<file path="src/rtl/abort_pkg.sv">
package abort_pkg;

  localparam int CAUSE_W = 3;
  localparam int CODE_W  = 2;

  localparam int C_UNDEF = 0;
  localparam int C_ALIGN = 1;
  localparam int C_PROT  = 2;

  localparam int ST_SIZE_LSB  = 0;
  localparam int ST_TYPE_LSB  = 2;
  localparam int ST_CAUSE_LSB = 8;
  localparam int ST_MST_LSB   = 16;
  localparam int ST_STK_LSB   = 24;

  typedef struct packed {
    logic [CAUSE_W-1:0] cause;
    logic [CODE_W-1:0]  kind;
    logic [CODE_W-1:0]  size;
  } meta_t;

endpackage

</file>
<file path="src/rtl/abort_detect.sv">
module abort_detect
  import abort_pkg::*;
#(
  parameter int NM = 2,
  parameter int AW = 32
) (
  input  logic [NM-1:0]        m_valid,
  input  logic [NM*AW-1:0]     m_addr,
  input  logic [NM*CODE_W-1:0] m_size,
  input  logic [NM*CODE_W-1:0] m_type,
  input  logic [NM-1:0]        undef_hit,
  input  logic [NM-1:0]        misalign_hit,
  input  logic [NM-1:0]        prot_hit,
  output logic [NM-1:0]        hit,
  output logic [NM-1:0]        win,
  output logic [AW-1:0]        win_addr,
  output meta_t                win_meta
);

  logic [NM*CAUSE_W-1:0] cause_all;

  genvar g;
  generate
    for (g = 0; g < NM; g++) begin : g_mst
      logic [CAUSE_W-1:0] raw;
      always_comb begin
        raw          = '0;
        raw[C_UNDEF] = undef_hit[g];
        raw[C_ALIGN] = misalign_hit[g];
        raw[C_PROT]  = prot_hit[g];
      end
      assign cause_all[g*CAUSE_W +: CAUSE_W] = raw & {CAUSE_W{m_valid[g]}};
      assign hit[g] = |cause_all[g*CAUSE_W +: CAUSE_W];
    end
  endgenerate

  // lowest index has priority
  always_comb begin
    logic taken;
    taken = 1'b0;
    win   = '0;
    for (int i = 0; i < NM; i++) begin
      if (hit[i] && !taken) begin
        win[i] = 1'b1;
        taken  = 1'b1;
      end
    end
  end

  always_comb begin
    win_addr = '0;
    win_meta = '0;
    for (int i = 0; i < NM; i++) begin
      if (win[i]) begin
        win_addr       = m_addr[i*AW +: AW];
        win_meta.size  = m_size[i*CODE_W +: CODE_W];
        win_meta.kind  = m_type[i*CODE_W +: CODE_W];
        win_meta.cause = cause_all[i*CAUSE_W +: CAUSE_W];
      end
    end
  end

endmodule

</file>
<file path="src/rtl/abort_capture.sv">
module abort_capture
  import abort_pkg::*;
#(
  parameter int NM = 2,
  parameter int AW = 32
) (
  input  logic          clk,
  input  logic          rst_n,
  input  logic          load,
  input  logic [NM-1:0] win,
  input  logic [AW-1:0] win_addr,
  input  meta_t         win_meta,
  output logic [AW-1:0] addr_q,
  output meta_t         meta_q,
  output logic [NM-1:0] mst_q
);

  logic [AW-1:0] addr_d;
  meta_t         meta_d;
  logic [NM-1:0] mst_d;

  always_comb begin
    addr_d = addr_q;
    meta_d = meta_q;
    mst_d  = mst_q;
    if (load) begin
      addr_d = win_addr;
      meta_d = win_meta;
      mst_d  = win;
    end
  end

  always_ff @(posedge clk or negedge rst_n) begin
    if (!rst_n) begin
      addr_q <= '0;
      meta_q <= '0;
      mst_q  <= '0;
    end else if (load) begin
      addr_q <= addr_d;
      meta_q <= meta_d;
      mst_q  <= mst_d;
    end
  end

endmodule

</file>
<file path="src/rtl/abort_sticky.sv">
module abort_sticky #(
  parameter int NM = 2
) (
  input  logic          clk,
  input  logic          rst_n,
  input  logic          clr,
  input  logic          load,
  input  logic [NM-1:0] hit,
  input  logic [NM-1:0] win,
  input  logic [NM-1:0] mst_q,
  output logic [NM-1:0] sticky_q
);

  logic [NM-1:0] lost;
  logic [NM-1:0] displaced;
  logic [NM-1:0] sticky_d;
  logic          upd;

  always_comb begin
    lost      = hit & ~win;
    displaced = load ? (mst_q & ~win) : '0;
    sticky_d  = (clr ? '0 : sticky_q) | lost | displaced;
    upd       = clr | (|lost) | (|displaced);
  end

  always_ff @(posedge clk or negedge rst_n) begin
    if (!rst_n) begin
      sticky_q <= '0;
    end else if (upd) begin
      sticky_q <= sticky_d;
    end
  end

endmodule

</file>
<file path="src/rtl/abort_status_unit.sv">
module abort_status_unit
  import abort_pkg::*;
#(
  parameter int NM = 2,
  parameter int AW = 32
) (
  input  logic                clk,
  input  logic                rst_n,
  input  logic [NM-1:0]       m_valid,
  input  logic [NM*AW-1:0]    m_addr,
  input  logic [NM*2-1:0]     m_size,
  input  logic [NM*2-1:0]     m_type,
  input  logic [NM-1:0]       undef_hit,
  input  logic [NM-1:0]       misalign_hit,
  input  logic [NM-1:0]       prot_hit,
  output logic                abort_o,
  input  logic                rd_en,
  input  logic                rd_sel,
  output logic [31:0]         rd_data
);

  localparam int RD_W = 32;

  logic [NM-1:0]      hit;
  logic [NM-1:0]      win;
  logic [AW-1:0]      win_addr;
  meta_t              win_meta;
  logic [AW-1:0]      addr_q;
  meta_t              meta_q;
  logic [NM-1:0]      mst_q;
  logic [NM-1:0]      sticky_q;
  logic [CAUSE_W-1:0] cause_q;
  logic               any_hit;
  logic               stat_clr;
  logic [RD_W-1:0]    status_word;

  abort_detect #(.NM(NM), .AW(AW)) u_detect (
    .m_valid      (m_valid),
    .m_addr       (m_addr),
    .m_size       (m_size),
    .m_type       (m_type),
    .undef_hit    (undef_hit),
    .misalign_hit (misalign_hit),
    .prot_hit     (prot_hit),
    .hit          (hit),
    .win          (win),
    .win_addr     (win_addr),
    .win_meta     (win_meta)
  );

  assign any_hit  = |hit;
  assign stat_clr = rd_en & rd_sel;

  abort_capture #(.NM(NM), .AW(AW)) u_capture (
    .clk      (clk),
    .rst_n    (rst_n),
    .load     (any_hit),
    .win      (win),
    .win_addr (win_addr),
    .win_meta (win_meta),
    .addr_q   (addr_q),
    .meta_q   (meta_q),
    .mst_q    (mst_q)
  );

  abort_sticky #(.NM(NM)) u_sticky (
    .clk      (clk),
    .rst_n    (rst_n),
    .clr      (stat_clr),
    .load     (any_hit),
    .hit      (hit),
    .win      (win),
    .mst_q    (mst_q),
    .sticky_q (sticky_q)
  );

  assign cause_q = meta_q.cause;
  assign abort_o = any_hit;

  always_comb begin
    status_word = '0;
    status_word[ST_SIZE_LSB  +: CODE_W]  = meta_q.size;
    status_word[ST_TYPE_LSB  +: CODE_W]  = meta_q.kind;
    status_word[ST_CAUSE_LSB +: CAUSE_W] = meta_q.cause;
    status_word[ST_MST_LSB   +: NM]      = mst_q;
    status_word[ST_STK_LSB   +: NM]      = sticky_q;
  end

  always_comb begin
    if (rd_sel) rd_data = status_word;
    else        rd_data = RD_W'(addr_q);
  end

endmodule

</file>
<file path="config.mk">
export PLATFORM = sky130hd
export DESIGN_NAME = abort_status_unit
export DESIGN_NICKNAME = d
export VERILOG_FILES = /design/src/rtl/abort_pkg.sv /design/src/rtl/abort_detect.sv /design/src/rtl/abort_capture.sv /design/src/rtl/abort_sticky.sv /design/src/rtl/abort_status_unit.sv
export SDC_FILE = /design/constraint.sdc
export NUM_CORES = 1
export LEC_CHECK = 0
export BUFFER_PORTS_ARGS = -buffer_cell sky130_fd_sc_hd__buf_2
export CAP_MARGIN = 25
export CELL_PAD_IN_SITES_DETAIL_PLACEMENT = 0
export CELL_PAD_IN_SITES_GLOBAL_PLACEMENT = 2
export CORE_UTILIZATION = 22
export DETAILED_ROUTE_END_ITERATION = 12
export PLACE_DENSITY = 0.89
export SLEW_MARGIN = 0
export SYNTH_ARGS = -nofsm -noshare
export SYNTH_HDL_FRONTEND = slang
export SYNTH_SLANG_ARGS = --single-unit
export TNS_END_PERCENT = 1
</file>
<file path="constraint.sdc">
create_clock -name clk -period 1.45 [get_ports clk]
set_input_delay 0.3625 -clock clk [delete_from_list [all_inputs] [get_ports clk]]
set_output_delay 0.3625 -clock clk [all_outputs]
set_load 0.01 [all_outputs]
</file>
==> results of run 1 <==
kinds of logic (layout without fill, tap and decap cells):
family	Yosys count	in the layout	share of synthesized area, %
AOI/OAI and AO/OA	49	49	15.4
buffers and inverters	20	145	4.31
DFF	43	43	48.8
muxes	11	11	5.61
and+or+nand+nor	138	138	25.9
power breakdown:
part / switching (W) / internal [W]
clock: 0.000416 / 0.000337
sequential: 0.0000679 / 0.00134
combinational: 0.000396 / 0.000450
total: 0.000879 / 0.00212
sequential cells by signal, indices dropped and copies added, names as in the netlist:
register / cells
u_sticky.sticky_q: 2
u_capture.addr_q: 32
u_capture.meta_q: 7
u_capture.mst_q: 2
per-stage QoR:
stage           TNS, ns  area (um2)  instances
2_1_floorplan         0        2210        261
3_3_place_gp     -0.437        3060        506
3_5_place_dp     -0.539        3060        506
4_1_cts          -0.143        3240        517
5_1_grt          -0.392        3280        519
6_report       -0.00665        3280        519
layout make-up:
type	instances	area (um2)
Tap cell	133	166
Fill cell	1062	6450
Timing Repair Buffer	137	888
Clock buffer	6	72.6
Sequential cell	43	1080
Clock inverter	2	12.5
Multi-Input combinational cell	198	1060
cell usage in the layout (no fill, tap or decap):
master	count
a22o_1	2
a2bb2oi_1	1
a31oi_1	36
a32o_1	1
a32oi_1	1
buf_12	6
buf_2	104
buf_4	15
buf_6	12
clkbuf_1	1
clkbuf_8	5
clkinv_2	1
clkinvlp_4	1
dfrtp_1	43
mux2_2	7
mux2_4	4
nand2_1	79
nand3_1	1
nor2_1	37
nor2b_1	21
o21a_1	1
o21ai_0	3
o21ai_1	1
o31a_2	1
o31ai_4	2
metal layers:
| metal | vias to the layer above | part of all wire (%) | track usage, % |
|---|---|---|---|
| met5 | - | 0 | 0 |
| met4 | 0 | 0 | 3.19 |
| met3 | 0 | 5.8 | 2.74 |
| met2 | 75 | 48 | 21.7 |
| met1 | 1033 | 46 | 16.6 |
| li1 | 1120 | - | - |
path summary, 6_finish.rpt:
check,end,slack (ns),cells after the start,from
min reg2reg,u_sticky.sticky_q[1]$_DFFE_PN0P_,0.51,2,u_sticky.sticky_q[1]$_DFFE_PN0P_
max reg2reg,u_capture.meta_q[5]$_DFFE_PN0P_,0.58,2,u_capture.meta_q[5]$_DFFE_PN0P_
max,rd_data[17],-0.006,2,u_capture.addr_q[17]$_DFFE_PN0P_
min,u_capture.meta_q[5]$_DFFE_PN0P_,0.05,2,rst_n
max in group asynchronous,u_capture.meta_q[0]$_DFFE_PN0P_,1.15,2,rst_n
min in group clk,u_capture.addr_q[14]$_DFFE_PN0P_,0.32,3,m_addr[46]
worst register-to-register path, cell delays in order, from the launching register on:
cell and delay (ns):
dfrtp_1 0.41, a22o_1 0.18, a22o_1 0.19
timing repair:
action	CTS	global route
setup endpoints to repair	13	11
setup buffers	3	2
resized for setup	14	4
==> results.toml, run 1 <==
[floorplan]
coreArea_mm2 = 0.00973
floorplan.die_area_mm2 = 0.0104
floorplan.initialDensity_pct = 22.7
num_rows = 36
die_w_um = 102
io_pins = 117
fp.dieH_um = 102

[grt]
first_global_vias = 2158
grt_max_degree = 30
grt_util_all_layers_pct = 12.8
grt_first_pass_wirelength_um = 10400
grt_antenna_before_repair = 0
grt.overflow.total = 0

[place]
gp_congestion = 0.717
hpwl_um = 4790
dp_slack_ns = -0.0728
port_buffers = 116

[yosys]
ys_seq_area_share_pct = 48.8
ys.flop_type = "dfrtp_1"
synth_area_mm2 = 0.00221
synthesis.instances = 261
synthTopCellsByArea = "dfrtp_1 (49%), nand2_1 (13%), a31oi_1 (10%)"
yosys_warnings = 0
synth_area_leader_cell = "dfrtp_1"
syn_avg_cell_area_um2 = 8.46
synth_edf_count = 0
ys_ff_latch = 43
synth.most_common_cell = "nand2_1"
synth_cell_types = 20
syn_nets = 345
yosysTopAreaCellShare_pct = 48.8
async_reset_ff_share_pct = 100
synth_common_cells = "nand2_1 (79), dfrtp_1 (43), nor2_1 (37), a31oi_1 (36), nor2b_1 (21)"

[final_layout]
utilization_pct = 33.7
drive_gt1_share_pct = 40.9
nNetsFinal = 469
area_growth_syn_to_layout_pct = 48.5
n_antenna_cell = 0

[sta]
relSlewSlack_pct = 80.0
finClkSkew_ns = 0.00451
worst_slack_ns = -0.00560
max_freq_mhz = 687
tightest_slew_ns = 0.301
rsz0062_at_grt = "yes"
setup_violations = 2
slew_violations = 0
whs_ns = 0.0483
hold_viol = 0
min_period_over_period_pct = 100
min_period_ns = 1.46

[worst_setup_path]
cp_top_family = "flip-flops"
required_ns = 1.09
path_buf_inv = 1
path_cells = "mux2_4 -> buf_6"
slowest_stage = "dfrtp_1"
start_kind = "flip-flop"
cp.arrival_ns = 1.09
crit_path_end_kind = "output pin"
crit_type = "flip-flop to output pin"
cpPeakStageDelay_ns = 0.40
crit_fanout = 2

[clock_network]
cts_max_level = 2
cts.path.max_buffers = 2
numCtsBuffers = 5
cts_tree = "yes"
clk_latency_ns = 0.29
cts_hold_buffers = 0
cts.sinks = 43
path_clk_slew_ns = 0.09
clock-root-buffer = "clkbuf_8"

[power]
p_per_area_mw_per_mm2 = 916
cellLeakagePower_nw = 1.60
finalPower_w = 0.00300
ir_worst_vdd_v = 0.000339

[routing]
drc = 0
drtIter0Drc = 42
vias_per_cell = 4.29
vias = 2228
ant_nets = 0
drt_wl_total_um = 6250
firstDrtPassIters = 4
wire_per_inst_um = 12.0

[status]
status = "finished, violations left"
violations = "setup timing"

[run]
max_cap_viol_count = 0

[worst_hold_path]
hold_path_class = "input pin to asynchronous set/reset pin"
(Power assumes the default switching activity.)
==> run 2, diff against run 1 <==
--- a/config.mk
+++ b/config.mk
@@ -7,7 +7,7 @@
 export LEC_CHECK = 0
 export BUFFER_PORTS_ARGS = -buffer_cell sky130_fd_sc_hd__buf_2
 export CAP_MARGIN = 25
-export CELL_PAD_IN_SITES_DETAIL_PLACEMENT = 0
+export CELL_PAD_IN_SITES_DETAIL_PLACEMENT = 1
 export CELL_PAD_IN_SITES_GLOBAL_PLACEMENT = 2
 export CORE_UTILIZATION = 22
 export DETAILED_ROUTE_END_ITERATION = 12
==> results.toml, run 2 (synthesis gave the netlist of run 1 again) <==
[worst_setup_path]
path_buf_inv = 1
slowest_stage = "dfrtp_1"
crit-reg2reg-launch = "u_capture.meta_q[5]$_DFFE_PN0P_"
path_cells = "mux2_4 -> buf_6"
cp_top_family = "flip-flops"
r2r_end = "u_capture.meta_q[5]$_DFFE_PN0P_"
reg2regPathDepth = 2
required_ns = 1.09
crit_fanout = 2
start_kind = "flip-flop"
crit_type = "flip-flop to output pin"
cp.arrival_ns = 1.09
reg2reg_slack_ns = 0.57
cpPeakStageDelay_ns = 0.41
crit_path_end_kind = "output pin"
cp-startpoint = "u_capture.addr_q[3]$_DFFE_PN0P_"

[sta]
relSlewSlack_pct = 80.2
slew_violations = 0
finClkSkew_ns = 0.00318
hold_viol = 0
worst_slack_ns = -0.00524
setup_violations = 1
rsz0062_at_grt = "yes"
max_freq_mhz = 687
whs_ns = 0.0721
min_period_ns = 1.46
min_period_over_period_pct = 100
tightest_slew_ns = 0.298

[final_layout]
reg.largest.list = "u_capture.addr_q (32), u_capture.meta_q (7)"
n_antenna_cell = 0
nNetsFinal = 469
largest_reg_flops = 32
drive_gt1_share_pct = 41.0
instances_no_fill = 518
top_register = "u_capture.addr_q"
area_growth_syn_to_layout_pct = 49.9
final_cell_mix = "buf_2 (105), nand2_1 (79), dfrtp_1 (43)"
final_common_cell = "buf_2"
utilization_pct = 34.0
nFillCells = 1202

[routing]
top_layer_used = "met3"
drt_wl_total_um = 7140
route.met2.wl_um = 3700
wl_met1_um = 3080
drc = 0
wire_per_inst_um = 13.8
firstDrtPassIters = 4
vias = 2279
vias_per_cell = 4.40
routed-wl-met3_um = 362
ant_nets = 0
drtIter0Drc = 34

[clock_network]
cts.sinks = 43
cts.path.max_buffers = 2
cts_tree = "yes"
cts_max_level = 2
clock-root-buffer = "clkbuf_8"
path_clk_slew_ns = 0.08
clk_latency_ns = 0.29
cts_hold_buffers = 0
numCtsBuffers = 5

[place]
dp_cells = 506
hpwl_um = 5330
dp_slack_ns = -0.0643
gp_congestion = 0.717
port_buffers = 116

[floorplan]
coreArea_mm2 = 0.00973
floorplan.initialDensity_pct = 22.7
num_rows = 36
io_pins = 117
die_w_um = 102
fp.dieH_um = 102
floorplan.die_area_mm2 = 0.0104

[grt]
grt_max_degree = 30
grt_antenna_before_repair = 0
grt_util_all_layers_pct = 14.5
grt.overflow.total = 0
first_global_vias = 2356
grt_first_pass_wirelength_um = 11700

[status]
status = "finished, violations left"
violations = "setup timing"

[power]
ir_worst_vdd_v = 0.000319
p_per_area_mw_per_mm2 = 921
cellLeakagePower_nw = 1.63
finalPower_w = 0.00305

[worst_hold_path]
hold_path_class = "input pin to asynchronous set/reset pin"

[run]
max_cap_viol_count = 0
==> run 2: worst register-to-register path, delay by kind of cell (launching register included) <==
kind           cells  cell delay (ns)
flip-flops         1             0.41
AO/OA/AOI/OAI      2             0.37
==> run 2: final cells by class <==
class                      count  area (um2)  share of cell area, %
clock buffer                   6        82.6                   2.50
tap                          133         166                   5.03
multi-input combinational    198        1070                   32.3
sequential                    43        1080                   32.5
clock inverter                 1        5.00                  0.151
timing repair buffer         137         910                   27.5
==> run 2: worst max path at each step <==
stage	end	slack, ns	cells past startpoint
after floorplan	abort_o	0.08	3
after global routing	rd_data[3]	-0.05	2
after global placement	rd_data[17]	-0.05	4
after CTS	rd_data[3]	-0.03	2
after detailed placement	rd_data[25]	-0.06	4
final	rd_data[3]	-0.005	2
==> run 2: report_power, final <==
part	leakage (nW)	total [W]	internal, W	switching, W
sequential	0.494	0.00141	0.00134	0.0000726
clock	0.0470	0.000772	0.000374	0.000398
combinational	1.09	0.000866	0.000455	0.000411
total	1.63	0.00305	0.00217	0.000881
==> run 2: per-layer routing <==
layer,global-route usage [%],up-vias
met3,3.28,0
met1,17.5,1085
met4,2.64,0
met5,0,-
li1,-,1122
met2,26.4,72
==> run 2: stage by stage <==
step                TNS [ns]  cell area [um2]
floorplan                  0             2210
finish              -0.00524             3310
global route          -0.399             3310
global placement      -0.437             3060
CTS                   -0.125             3240
detailed placement    -0.844             3060
==> run 2: repair_timing <==
action,4_1_cts,5_1_grt
pin swaps,0,0
cloned,1,0
hold endpoints to repair,0,0
gates resized for setup,13,8
setup endpoints to repair,11,11
buffers inserted,1,3
